<file path="src/rtl/oneshot_pulse_timer.sv">
module oneshot_pulse_timer #(
  parameter int W    = 16,
  parameter int NDLY = 3
) (
  input  logic              clk,
  input  logic              rst_n,
  input  logic              run_en,
  input  logic              src_sel,
  input  logic              cnt_tick,
  input  logic              evt_tick,
  input  logic              sw_trig,
  input  logic [W-1:0]      cmp_end,
  input  logic [NDLY*W-1:0] cmp_dly,
  output logic [W-1:0]      count,
  output logic [NDLY-1:0]   pulse_out,
  output logic              irq_end,
  output logic [NDLY-1:0]   irq_dly
);

  localparam logic [W-1:0] CNT_PARK = '1;

  logic [W-1:0] cnt_q;
  logic [W-1:0] end_q;
  logic         run_q;
  logic         irq_end_q;

  wire tick    = src_sel ? evt_tick : cnt_tick;
  wire start   = run_en & ~run_q & sw_trig;
  wire step    = run_en & run_q & tick;
  wire at_end  = (cnt_q == end_q);
  wire finish  = step & at_end;
  wire advance = step & ~at_end;
  wire arrive  = start | advance;

  wire [W-1:0] cnt_nxt = start ? '0 : cnt_q + 1'b1;
  wire [W-1:0] end_sel = start ? cmp_end : end_q;

  always_ff @(posedge clk or negedge rst_n) begin
    if (!rst_n) begin
      cnt_q <= CNT_PARK;
      run_q <= 1'b0;
      end_q <= '0;
    end else if (!run_en) begin
      cnt_q <= CNT_PARK;
      run_q <= 1'b0;
    end else if (start) begin
      cnt_q <= '0;
      run_q <= 1'b1;
      end_q <= cmp_end;
    end else if (finish) begin
      cnt_q <= '0;
      run_q <= 1'b0;
    end else if (advance) begin
      cnt_q <= cnt_nxt;
    end
  end

  always_ff @(posedge clk or negedge rst_n) begin
    if (!rst_n) irq_end_q <= 1'b0;
    else        irq_end_q <= arrive && (cnt_nxt == end_sel);
  end

  assign count   = cnt_q;
  assign irq_end = irq_end_q;

  for (genvar i = 0; i < NDLY; i++) begin : g_ch
    logic [W-1:0] dly_q;
    logic         pls_q;
    logic         irq_q;
    wire  [W-1:0] dly_sel = start ? cmp_dly[i*W +: W] : dly_q;
    wire          hit     = arrive && (cnt_nxt == dly_sel);

    always_ff @(posedge clk or negedge rst_n) begin
      if (!rst_n) begin
        dly_q <= '0;
        pls_q <= 1'b0;
        irq_q <= 1'b0;
      end else begin
        if (start) dly_q <= cmp_dly[i*W +: W];
        irq_q <= hit;
        if (!run_en || finish) pls_q <= 1'b0;
        else if (hit)          pls_q <= 1'b1;
      end
    end

    assign pulse_out[i] = pls_q;
    assign irq_dly[i]   = irq_q;

    assert_pulse_in_run_R6: assert property (@(posedge clk) disable iff (!rst_n)
      pls_q |-> run_q);
  end

  assert_disabled_park_R1: assert property (@(posedge clk) disable iff (!rst_n)
    !run_en |=> (count == CNT_PARK && pulse_out == '0 && !irq_end && irq_dly == '0));

  assert_trigger_zero_R3: assert property (@(posedge clk) disable iff (!rst_n)
    start |=> (count == '0));

  assert_step_inc_R4: assert property (@(posedge clk) disable iff (!rst_n)
    advance |=> (count == $past(cnt_q) + 1'b1));

  assert_end_clears_R7: assert property (@(posedge clk) disable iff (!rst_n)
    finish |=> (count == '0 && pulse_out == '0));

  assert_trig_ignored_R8: assert property (@(posedge clk) disable iff (!rst_n)
    (run_en && run_q && !tick && sw_trig) |=> $stable(count));

  assert_strobe_single_R9: assert property (@(posedge clk) disable iff (!rst_n)
    irq_end |=> !irq_end);

endmodule

</file>
<file path="config.mk">
export PLATFORM = sky130hd
export DESIGN_NAME = oneshot_pulse_timer
export DESIGN_NICKNAME = d
export VERILOG_FILES = /design/src/rtl/oneshot_pulse_timer.sv
export SDC_FILE = /design/constraint.sdc
export NUM_CORES = 1
export LEC_CHECK = 0
export CORE_MARGIN = 3
export CORE_UTILIZATION = 50
export CTS_CLUSTER_DIAMETER = 200
export DETAILED_ROUTE_END_ITERATION = 7
export DONT_BUFFER_PORTS = 1
export GPL_TIMING_DRIVEN = 0
export SLEW_MARGIN = 0
export SYNTH_ARGS = -nofsm -noshare
export SYNTH_HDL_FRONTEND = slang
export SYNTH_SLANG_ARGS = --single-unit
</file>
<file path="constraint.sdc">
create_clock -name clk -period 2.83 [get_ports clk]
set_clock_uncertainty 0.05 [all_clocks]
set_input_delay 0.7075 -clock clk [delete_from_list [all_inputs] [get_ports clk]]
set_output_delay 0.7075 -clock clk [all_outputs]
set_load 0.02 [all_outputs]
</file>
* Word-level counts from Yosys, hierarchy flattened *
Cells that the tools add are included.

cells by class
  add/subtract/negate cells = 1
  multiplexer cells = 19
  bitwise gates (word level) = 9
  eq/ne operators = 7
  reductions and logical operators = 9

operators with widths
  kind                   number
  $mux 16                9
  $eq 16x16->1           5
  $add 16x1->16 const B  1
  $mux 1                 10
  $and 1x1->1            6
  $reduce_bool 2->1      3
  $logic_and 1x1->1      4
  $ne 4x1->1 const B     1
  $ne 3x1->1 const B     1
  $not 1->1              2
  $logic_not 1->1        1
  $logic_or 1x1->1       1
  $or 1x1->1             1

storage, ports and cells
  logic and storage cells = 58
  input bits = 71
  register bits after elaboration = 88
  output and inout port bits = 23

* Longest topological paths before layout *
Gate-level depths: netlist (run 1).

  depth after elaboration = 8
  gate-level depth with buffers = 11
  mapped depth without buffers = 8

* Least setup slack after synthesis (run 1) *
Ideal clock, no wire load.

  kind = register to register
  start = register cnt_q[1] (netlist: count[1])
  end = register g_ch[2].pls_q
  path slack = 0.162 ns
  buffers on the path = 1
  period minus slack after synthesis = 2.668 ns
  arrival = 2.553 ns
  data required time = 2.715 ns
  cell stages (with the launch flop) = 10
  cells stage by stage = dfstp_2 -> ha_1 -> buf_4 -> nand3_1 -> or3_1 -> a21oi_2 -> xor2_1 -> or4_1 -> nor4_2 -> o21a_1

between the ends
  cells in the longest elaborated chain, start to end = 6
  elaborated cells between the ends (all ways) = 12
  classes of those cells = add/sub: 1; eq/ne: 2; mux: 2; bitwise: 4; reduce/logical: 3

RTL lines
  what                                                   RTL line  text
  from (decl)                                            22        logic [W-1:0] cnt_q;
  from (signal assigned)                                 54        cnt_q <= cnt_nxt;
  branches (longest 4 deep; another with $add 16x1->16)  --
  $logic_and 1x1->1 *                                    71        wire hit = arrive && (cnt_nxt == dly_sel);
  named net g_ch[2].hit                                  71
  $reduce_bool 2->1 (no line) *                          --
  to (signal assigned)                                   76        pls_q <= 1'b0;
  to (signal assigned)                                   81        if (!run_en || finish) pls_q <= 1'b0;
  to (signal assigned)                                   82        else if (hit) pls_q <= 1'b1;
  to (decl)                                              68        logic pls_q;

Mark *: on every way through the listed nets, which the timed path passes.
A chain may end at the register's enable or synchronous reset.

* Worst setup path after layout (run 1) *
  start = register cnt_q[4] (netlist: count[4])
  end = register g_ch[1].pls_q

between the ends
  cells in the longest elaborated chain, start to end = 6
  elaborated cells between the ends (all ways) = 12
  classes of those cells = add/sub: 1; eq/ne: 2; mux: 2; bitwise: 4; reduce/logical: 3

RTL lines
  what                                                   RTL line
  branches (longest 4 deep; another with $add 16x1->16)  --
  $logic_and 1x1->1 *                                    71
  named net g_ch[1].hit                                  71
  $reduce_bool 2->1 (no line) *                          --
  to (signal assigned)                                   76
  to (signal assigned)                                   81
  to (signal assigned)                                   82
  to (decl)                                              68

Marked as above.

==> metrics.md, run 1 <==
| Metric | Value |
|---|---|
| Status | `complete, but fails checks` |
| Failing checks | `negative setup slack` |
| Filler Cell Count | `975` |
| Count of nets after finishing | `708` |
| Setup_tns | `-5.99 ps` |
| Total number of vias | `4581` |
| Fraction of layout cells with a size suffix above 1 | `0.200` |
| Vias in the first global route | `approximately 4500` |
| Peak supply drop | `roughly 410 uV` |
| Syn Inst Count | `slightly above 600` |
| Die width | `approximately 110 um` |
| CP Launch Type | `flip-flop` |
| Total CTS buffers | `9` |
| Max Buffers Root-to-Sink | `2` |
| First-pass GRT wire length | `26.0 mm` |
| Worst r2r src | `count[4]` |
| N_diodes | `0` |
| Grt met3 use | `0.0617` |
| Synth Net Count | `a little under 700` |
| Critical path class | `reg2reg` |
| WP data required | `3080 ps` |
| Number of I/O pins | `94` |
| Final Non-Filler Cells | `just under 800` |
| Max frequency | `353 MHz` |
| Pwr Total | `between 4 and 5 mW` |
| Final Hold Viols | `0` |
| RSZ-0062 raised after global routing | `yes` |
| DR pass1 iterations | `5` |
| Hold crit path type | `in2async` |
| Placer's final routability congestion estimate | `around 0.9` |
| Tcrit/Tclk final | `1.00` |
| Relative max-transition margin | `0.546` |
| Vias per cell | `a little under 6` |
| Final Slew Violations | `0` |
| IO buf count | `0` |
| Core footprint | `10400 sq um` |
| Crit path max fanout | `8` |
| Post-synth cell types | `64` |
| Initial antenna violation count | `0` |
| Most frequent cells in the layout | `185 x nand2_1, 72 x dfrtp_1, 40 x xnor2_1, 26 x buf_4, 23 x xor2_1` |
| End of the worst register-to-register path | `g_ch[1].pls_q` |
| Pwr per Cell Area | `around 810 nW/um^2` |
| Slew @ Worst Pin | `roughly 700 ps` |
| Die H | `around 110 um` |
| Met1 usage | `0.408` |
| Reg2reg path depth | `8` |
| DRC violations left | `0` |
| WL final | `roughly 17 mm` |
| Placed cell count | `749` |
| Routed Antenna Nets | `0` |
| Setup ws final | `-5.99 ps` |
| Largest net degree at the start of global routing | `between 70 and 80` |
| Data arrival time of the worst path | `~3100 ps` |
| Die area | `about 12000 sq um` |
| DPL Wire Length | `12.3 mm` |
| Worst-Skew Late Latency | `roughly 370 ps` |
| Initial drt markers | `about 360` |
| Post-synthesis register bit count | `just under 90` |
| Area growth from synthesis to layout | `14.3%` |
| R2r setup slk | `-6 ps` |
| Met2 Resource Use GR | `0.468` |
| EDFF count, synth | `0` |
| Worst-path clk slew | `90 ps` |
| Busiest grt layer | `met2` |
| Synth async-reset ratio | `1.00` |
| Post-layout minimum cycle time | `2840 ps` |
| Initial Util | `0.517` |
| H-Tree Depth | `3` |
| Sequential fraction of the synthesis area | `0.414` |
| Clk Tree Root Cell | `clkbuf_8` |
| Total grt overflow | `0` |
| Leading cell type in the layout, fill and taps excluded | `nand2_1` |
| Num Clock Sinks | `just under 90` |
| Max-Cap Viols | `0` |
| Setup crit start | `count[4]` |
| WL/cell | `22.2 um` |
| Syn Area/Cell | `roughly 8.8 sq um` |
| CTS tree | `built` |
| Final setup viols | `1` |
| Synth warn | `0` |
| Setup crit end kind | `flip-flop` |
| Global Route Usage Sum | `0.298` |
| Synthesized cell area | `5370 sq um` |
| Leak Pwr | `between 2 and 3 nW` |
| Worst Setup EP | `g_ch[1].pls_q` |
| Site Rows | `37` |
| Ys flop type | `dfrtp_1` |
Yosys cell counts (4+ instances only):
master / number / area share
xor2_1: 24 / 0.039
nor2_1: 19 / 0.013
nor3_1: 8 / 0.0075
dfrtp_1: 72 / 0.34
buf_2: 17 / 0.016
or4_1: 4 / 0.0056
nand3b_1: 4 / 0.0056
and3_1: 4 / 0.0047
nand3_1: 15 / 0.014
nand2b_1: 11 / 0.013
o21a_1: 13 / 0.018
o2111ai_1: 4 / 0.0065
a21o_1: 4 / 0.0056
nand4_1: 10 / 0.012
o21ai_0: 11 / 0.010
clkbuf_1: 13 / 0.0091
buf_4: 12 / 0.017
and4_1: 4 / 0.0065
nand2_1: 188 / 0.13
mux2_2: 7 / 0.015
o211ai_1: 14 / 0.020
a22o_1: 4 / 0.0065
xnor2_1: 43 / 0.070
dfstp_2: 16 / 0.078
a21oi_1: 5 / 0.0047
a31oi_1: 10 / 0.012
nor4_1: 11 / 0.013
mux2i_1: 4 / 0.0075
per-layer routing:
metal,routed length (um),share of wire
met1,7480,0.43
met2,8070,0.47
met3,1210,0.070
met4,512,0.030
met5,0,0
cell type report:
class	count	area [sq um]	area share
flip-flops and latches	88	2230	0.363
well taps	136	170	0.0277
clock inverters	4	45.0	0.00735
repair buffers	16	140	0.0229
clock buffers	12	145	0.0237
multi-input cells	474	3110	0.507
inverters	3	11.3	0.00184
plain buffers	44	285	0.0465
timing repair:
item,in CTS,in global routing
buffers inserted,10,5
hold buffers,1,0
gates cloned,0,0
gates resized for setup,35,31
hold endpoints to repair,72,0
endpoints found under the setup margin,22,18
pin swaps,4,8
flip-flops by register name, summed over array words and instances, names as in the netlist:
signal      cells
count          16
end_q          16
g_ch.dly_q     48
g_ch.irq_q      3
g_ch.pls_q      3
irq_end         1
run_q           1
critical path, stage by stage, from the launching register on:
cell and delay [ps]:
dfstp_2 610, buf_6 170, nand2_1 170, or4_4 570, a21bo_1 210, a22o_1 250, a2111oi_4 330, and4_4 310
o21a_1 110
worst min-delay path by stage:
| stage | startpoint | to | slack, ps |
|---|---|---|---|
| final | rst_n | count[9] | 130 |
| after detailed placement | rst_n | g_ch[2].dly_q[13] | 360 |
| after global routing | rst_n | count[11] | 100 |
| after CTS | rst_n | count[9] | 110 |
| after global placement | rst_n | g_ch[2].dly_q[13] | 360 |
| after floorplan | rst_n | end_q[0] | 360 |
through the flow:
step / utilization / worst slack [ps] / area, sq um / hold WS, ps
global placement: 0.534 / -496 / 5540 / 364
CTS: 0.580 / -78.5 / 6010 / 112
finish: 0.591 / -5.99 / 6130 / 127
floorplan: - / 162 / 5370 / 362
detailed placement: 0.534 / -531 / 5540 / 364
global route: 0.591 / -62.9 / 6130 / 103
report_power, final:
part | switching [mW] | internal, mW | total, mW | leakage (nW)
combinational | 1.29 | 0.985 | 2.27 | 1.60
sequential | 0.250 | 1.53 | 1.78 | 1.07
clock | 0.464 | 0.429 | 0.893 | 0.100
cells by family (layout without fill, tap and decap cells):
family | count (synthesis) | in the layout | share of synthesized area
flip-flops | 88 | 88 | 0.414
multiplexers | 12 | 12 | 0.0247
buffers and inverters | 51 | 79 | 0.0511
XOR/XNOR | 70 | 70 | 0.123
adder cells (fa/ha/maj) | 1 | 1 | 0.00233
AND/OR/NAND/NOR | 301 | 301 | 0.261
AO/OA/AOI/OAI | 90 | 90 | 0.124
Note: power is estimated with default switching activity, not from simulation.
==> run 2, diff against run 1 <==
Settings changed: ABC_AREA from default to 1.
==> metrics.md, run 2 <==
| Metric | Value |
|---|---|
| Hold slack | `around 6.6 ps` |
| Yosys top cell by area | `dfrtp_1` |
| Biggest register | `g_ch.dly_q` |
| Synth top cells by count | `307 x nand2_1, 126 x inv_1, 76 x nor2_1` |
| Slew @ Worst Pin | `764 ps` |
| Fraction of layout cells with a size suffix above 1 | `0.104` |
| DRC violations left | `0` |
| Worst-path clk slew | `70 ps` |
| Final Non-Filler Cells | `roughly 1000` |
| Die width | `113 um` |
| Reg2reg path depth | `12` |
| Most frequent cells in the layout | `307 x nand2_1, 125 x inv_1, 75 x nor2_1, 72 x dfrtp_1, 41 x nand4_1` |
| RSZ-0062 raised after global routing | `yes` |
| Routed Antenna Nets | `0` |
| Post-layout minimum cycle time | `between 2000 and 3000 ps` |
| Area growth from synthesis to layout | `9.83%` |
| Initial antenna violation count | `0` |
| Sequential fraction of the synthesis area | `0.391` |
| Placer's final routability congestion estimate | `0.965` |
| Sequential power share | `0.340` |
| Initial drt markers | `~510` |
| Main combinational cell family by area after synthesis | `simple AND/OR/NAND/NOR gates` |
| Ys flop type | `dfrtp_1` |
| Number of flip-flops in the largest register | `48` |
| Total number of vias | `approximately 5500` |
| Vias in the first global route | `~5400` |
| Synth area leaders | `dfrtp_1 32%, nand2_1 20%, inv_1 8.3%` |
| Die H | `113 um` |
| Post-synthesis mux area share | `0` |
| Final Hold Viols | `0` |
| Final setup viols | `0` |
| IO buf count | `0` |
| Post-synthesis register bit count | `~90` |
| Leak Pwr | `3.44 nW` |
| Clock power frac | `0.221` |
| Yosys top cell area share | `0.317` |
| N_diodes | `0` |
| Number of I/O pins | `94` |
| Largest net degree at the start of global routing | `63` |
| Setup_tns | `0 ps` |
| CP Launch Type | `flip-flop` |
| First-pass GRT wire length | `29.8 mm` |
| Switching fraction of total power | `0.448` |
| Die area | `12700 sq um` |
| Combinational share of power | `0.439` |
| Tcrit/Tclk final | `0.953` |
| DPL Wire Length | `14.6 mm` |
| Internal power | `about 2.9 mW` |
| Final Slew Violations | `0` |
| Data arrival time of the worst path | `just under 3000 ps` |
| CTS tree | `built` |
| Peak supply drop | `~430 uV` |
| Max frequency | `371 MHz` |
| Site Rows | `38` |
| Status | `finished clean` |
| Total grt overflow | `0` |
| Crit path max fanout | `7` |
| Complex-gate fraction of the synthesized area | `0.0804` |
| Pwr Total | `5.23 mW` |
| Synthesized cell area | `approximately 5700 sq um` |
| Simple-gate share of the synthesized area | `0.364` |
| EDFF count, synth | `0` |
| Hold crit path type | `in2async` |
| Post-synth cell types | `36` |
| Syn Area/Cell | `~6.8 sq um` |
| Clk Tree Root Cell | `clkbuf_16` |
| XOR/XNOR Fraction of Synth Area | `0.0432` |
| End of the worst register-to-register path | `g_ch[2].irq_q` |
| Num Clock Sinks | `between 80 and 90` |
| WL final | `19.2 mm` |
| Total CTS buffers | `9` |
| Most frequent cell after synthesis | `nand2_1` |
| Pwr per Cell Area | `between 800 and 900 nW/um^2` |
| Vias per cell | `about 5.5` |
| Leading cell type in the layout, fill and taps excluded | `nand2_1` |
| Max Buffers Root-to-Sink | `2` |
| H-Tree Depth | `3` |
| Synth async-reset ratio | `1.00` |
| Worst r2r src | `count[0]` |
| Placed cell count | `979` |
| Synth Net Count | `between 900 and 1000` |
| Initial Util | `0.517` |
| WL/cell | `roughly 19 um` |
| Count of nets after finishing | `926` |
| Post-Synth Adder-Cell Area | `0.00220` |
| Global Route Usage Sum | `0.311` |
| Core footprint | `~11000 sq um` |
| R2r setup slk | `approximately 130 ps` |
| Worst-Skew Late Latency | `350 ps` |
| DR pass1 iterations | `5` |
| Setup crit end kind | `flip-flop` |
| Syn Inst Count | `between 800 and 900` |
| Critical path class | `reg2reg` |
| Sw Pwr | `approximately 2.3 mW` |
| Relative max-transition margin | `0.488` |
| Max-Cap Viols | `0` |
| WP data required | `3050 ps` |
| Synth warn | `0` |
==> run 2: cell count changes after synthesis, moves of 10 or more <==
cell	before	now
inv_1	3	126
nand2_1	188	307
nor2_1	19	76
xnor2_1	43	10
nand4_1	10	41
nand3_1	15	41
o21ai_0	11	28
o21ai_1	1	18
clkbuf_1	13	0
nand2b_1	11	0
nor4_1	11	0
a31oi_1	10	0
==> run 2: critical path, stage by stage (launching register included) <==
cell	delay, ps
dfstp_2	700
ha_1	280
nand3_1	190
nor2_2	190
nand3_1	80
nand2_1	200
nand3_2	230
nand2_1	180
nand2_1	60
nand3b_1	170
nor2_1	100
nand2_1	60
nor2_1	130
==> run 2: layer usage <==
layer  GRT usage  vias to the layer above  part of all wire
met2       0.481                      228              0.45
met3      0.0701                       31             0.083
met4       0.109                        0             0.025
met5           0                        -                 0
met1       0.431                     2563              0.44
li1            -                     2656                 -
==> run 2: power by group through the flow <==
stage / registers [mW] / clock network [mW] / logic, mW
final: 1.78 / 1.16 / 2.29
after global routing: 1.81 / 1.20 / 2.57
after CTS: 1.77 / 1.16 / 2.20
after detailed placement: 1.80 / 0 / 2.16
after global placement: 1.79 / 0 / 2.13
after floorplan: 1.73 / 0 / 1.59
==> run 2: area by class of cell <==
class	instances	area (sq um)
fillers	1077	4750
multi-input cells	594	2840
flip-flops and latches	88	2220
inverters	130	488
clock buffers	13	260
plain buffers	27	185
well taps	140	175
repair buffers	4	52.6
clock inverters	3	17.5
==> run 2: metrics by stage <==
step | cell area, sq um | util | setup slack [ps]
2_1_floorplan | 5680 | - | 809
3_3_place_gp | 5850 | 0.533 | -57.1
3_5_place_dp | 5850 | 0.533 | -88.5
4_1_cts | 6170 | 0.562 | 22.3
5_1_grt | 6240 | 0.568 | -29.1
6_report | 6240 | 0.568 | 132
==> run 2: kinds of logic (layout without fill, tap and decap cells) <==
group                      after synthesis  count (layout)
and+or+nand+nor                        487             487
AOI/OAI and AO/OA                       78              78
DFF                                     88              88
adders and majority gates                1               1
buffers and inverters                  157             177
xor gates and xnor gates                28              28
==> run 2: worst max path at each step <==
stage | from | endpoint | slack [ps]
2_1_floorplan | count[0] | g_ch[2].irq_q | 810
3_3_place_gp | count[0] | g_ch[2].irq_q | -60
3_5_place_dp | count[0] | g_ch[2].irq_q | -90
4_1_cts | count[0] | g_ch[2].irq_q | 20
5_1_grt | count[0] | g_ch[2].irq_q | -30
6_report | count[0] | g_ch[2].irq_q | 130
==> run 2: timing repair <==
item                                    in CTS  in global routing
endpoints found under the hold margin       62                  0
endpoints found under the setup margin       1                  6
gates cloned                                 0                  0
setup buffers                                0                  2
gates resized for setup                      1                 11
pin swaps                                    0                  2
hold buffers                                 2                  0
==> run 3, diff against run 2 <==
Settings changed: CORE_MARGIN 3 to 2, GPL_ROUTABILITY_DRIVEN from default to 0.
==> metrics.md, run 3 (synthesis results as in run 2) <==
| Metric | Value |
|---|---|
| DR pass1 iterations | `5` |
| Clk Tree Root Cell | `clkbuf_16` |
| Setup crit end kind | `flip-flop` |
| Area of the multi-input gates | `2840 sq um` |
| Count of nets after finishing | `~930` |
| Setup ws final | `160 ps` |
| Setup crit start | `count[2]` |
| Worst-Skew Late Latency | `350 ps` |
| Initial Util | `0.517` |
| Fraction of layout cells with a size suffix above 1 | `0.0964` |
| Number of flip-flops in the largest register | `48` |
| Filler Cell Count | `around 1100` |
| Status | `finished clean` |
| WL final | `19.1 mm` |
| Crit-path cells | `buf_2, nand2_1, nor2_2, nand2_1, nand2_1, nand3_2, nand2_1, nand2_1, nor2_1, nand2_1, nor2_1, nand4_1, o21ai_0` |
| Core footprint | `approximately 11000 sq um` |
| Total grt overflow | `0` |
| Critical path class | `reg2reg` |
| Biggest register | `g_ch.dly_q` |
| Largest net degree at the start of global routing | `50` |
| Post CTS Setup Buffer Count | `0` |
| Hold slack | `~140 ps` |
| First-pass GRT wire length | `roughly 30 mm` |
| Total number of vias | `~5600` |
| CP most frequent cell | `nand2_1` |
| DPL Wire Length | `between 10 and 15 mm` |
| Slowest CP cell | `dfstp_2` |
| Pwr per Cell Area | `around 830 nW/um^2` |
| Data arrival time of the worst path | `2890 ps` |
| Vias per cell | `5.57` |
| Leak Pwr | `3.43 nW` |
| Relative max-transition margin | `0.428` |
| Total CTS buffers | `9` |
| Placed cell count | `979` |
| WP data required | `3050 ps` |
| Routed Antenna Nets | `0` |
| Seq. cell area | `between 2000 and 2500 sq um` |
| Die H | `between 100 and 150 um` |
| H-Tree Depth | `3` |
| Max Buffers Root-to-Sink | `2` |
| Switching fraction of total power | `0.446` |
| Final Hold Viols | `0` |
| Worst r2r src | `count[2]` |
| Pwr Total | `roughly 5.2 mW` |
| Num Clock Sinks | `88` |
| Max-Cap Viols | `0` |
| CP Launch Type | `flip-flop` |
| Largest stage delay on the critical path | `between 500 and 600 ps` |
| Worst-path clk slew | `approximately 60 ps` |
| Slew @ Worst Pin | `approximately 860 ps` |
| Number of I/O pins | `94` |
| Final Slew Violations | `0` |
| Tcrit/Tclk final | `0.944` |
| N_diodes | `0` |
| WL/cell | `~19 um` |
| Site Rows | `38` |
| Most frequent cells in the layout | `307 x nand2_1, 125 x inv_1, 75 x nor2_1, 72 x dfrtp_1, 41 x nand4_1` |
| Sequential power share | `0.345` |
| IO buf count | `0` |
| Post-Place Setup Slack | `~26 ps` |
| Final Non-Filler Cells | `1001` |
| Initial antenna violation count | `0` |
| Crit path max fanout | `8` |
| Vias in the first global route | `5385` |
| Die area | `approximately 12000 sq um` |
| Cell family with most CP delay | `simple AND/OR/NAND/NOR gates` |
| Worst Path Buf+Inv | `1` |
| Clock power frac | `0.215` |
| DRC violations left | `0` |
| Leading cell type in the layout, fill and taps excluded | `nand2_1` |
| Final setup viols | `0` |
| Initial drt markers | `slightly below 500` |
| Peak supply drop | `385 uV` |
| Combinational share of power | `0.441` |
| Post-layout minimum cycle time | `around 2700 ps` |
| Die width | `111 um` |
| Fin util | `0.568` |
| Hold crit path type | `in2async` |
| Global Route Usage Sum | `0.319` |
| CTS tree | `built` |
| Sw Pwr | `between 2 and 2.5 mW` |
| Max frequency | `375 MHz` |
| Internal power | `about 2.9 mW` |
| Area growth from synthesis to layout | `9.85%` |
==> run 3: cell count changes in the layout (fill, tap and decap cells not counted), sizes merged <==
cell,previous run,this run
clkinv,3,2
clkinvlp,1,0
clkbuf,13,15
dlygate4sd3,1,5
buf,30,28
==> run 3: worst paths after layout <==
| check | cells after the start | end | slack (ps) |
|---|---|---|---|
| min | 1 | g_ch[0].dly_q[4] | 140 |
| max in group asynchronous | 1 | end_q[9] | 1330 |
| max | 13 | g_ch[1].pls_q | 160 |
| min reg2reg | 2 | g_ch[0].dly_q[8] | 450 |
| max reg2reg | 13 | g_ch[1].pls_q | 160 |
| min in group clk | 1 | g_ch[1].dly_q[1] | 450 |
==> run 3: final cells by class <==
| type | instances | area share |
|---|---|---|
| tap | 140 | 0.0281 |
| timing repair buffer | 6 | 0.0112 |
| multi-input combinational | 594 | 0.454 |
| buffer | 27 | 0.0297 |
| sequential | 88 | 0.356 |
| clock inverter | 1 | 0.000802 |
| inverter | 130 | 0.0782 |
| clock buffer | 15 | 0.0413 |
==> run 3: what timing repair did <==
action	in CTS	in global routing
endpoints found under the setup margin	0	6
gates resized for setup	0	11
hold buffers	4	2
hold endpoints to repair	31	15
==> run 3: layer usage <==
metal  share of wire  global-route usage  vias to the layer above
li1                -                   -                     2664
met1            0.41               0.438                     2580
met2            0.46               0.497                      292
met3            0.10              0.0812                       36
met4           0.023              0.0975                        0
met5               0                   0                        -
==> run 3: worst register-to-register path: stages (launching register included) <==
cell and delay [ps]:
dfstp_2 590, buf_2 250, nand2_1 120, nor2_2 200, nand2_1 140, nand2_1 200, nand3_2 220, nand2_1 110
nand2_1 110, nor2_1 110, nand2_1 60, nor2_1 180, nand4_1 160, o21ai_0 100
==> run 3: through the flow <==
step / setup TNS [ps] / instance area, sq um
after floorplan: 0 / 5680
after detailed placement: 0 / 5850
final: 0 / 6240
after global routing: -34.3 / 6240
after CTS: 0 / 6170
after global placement: 0 / 5850
==> run 3: power groups by stage <==
stage	Combinational (mW)	Clock, mW	Sequential (mW)
final	2.27	1.11	1.78
after detailed placement	2.13	0	1.80
after CTS	2.17	1.12	1.78
after floorplan	1.59	0	1.73
after global placement	2.10	0	1.79
after global routing	2.55	1.18	1.81
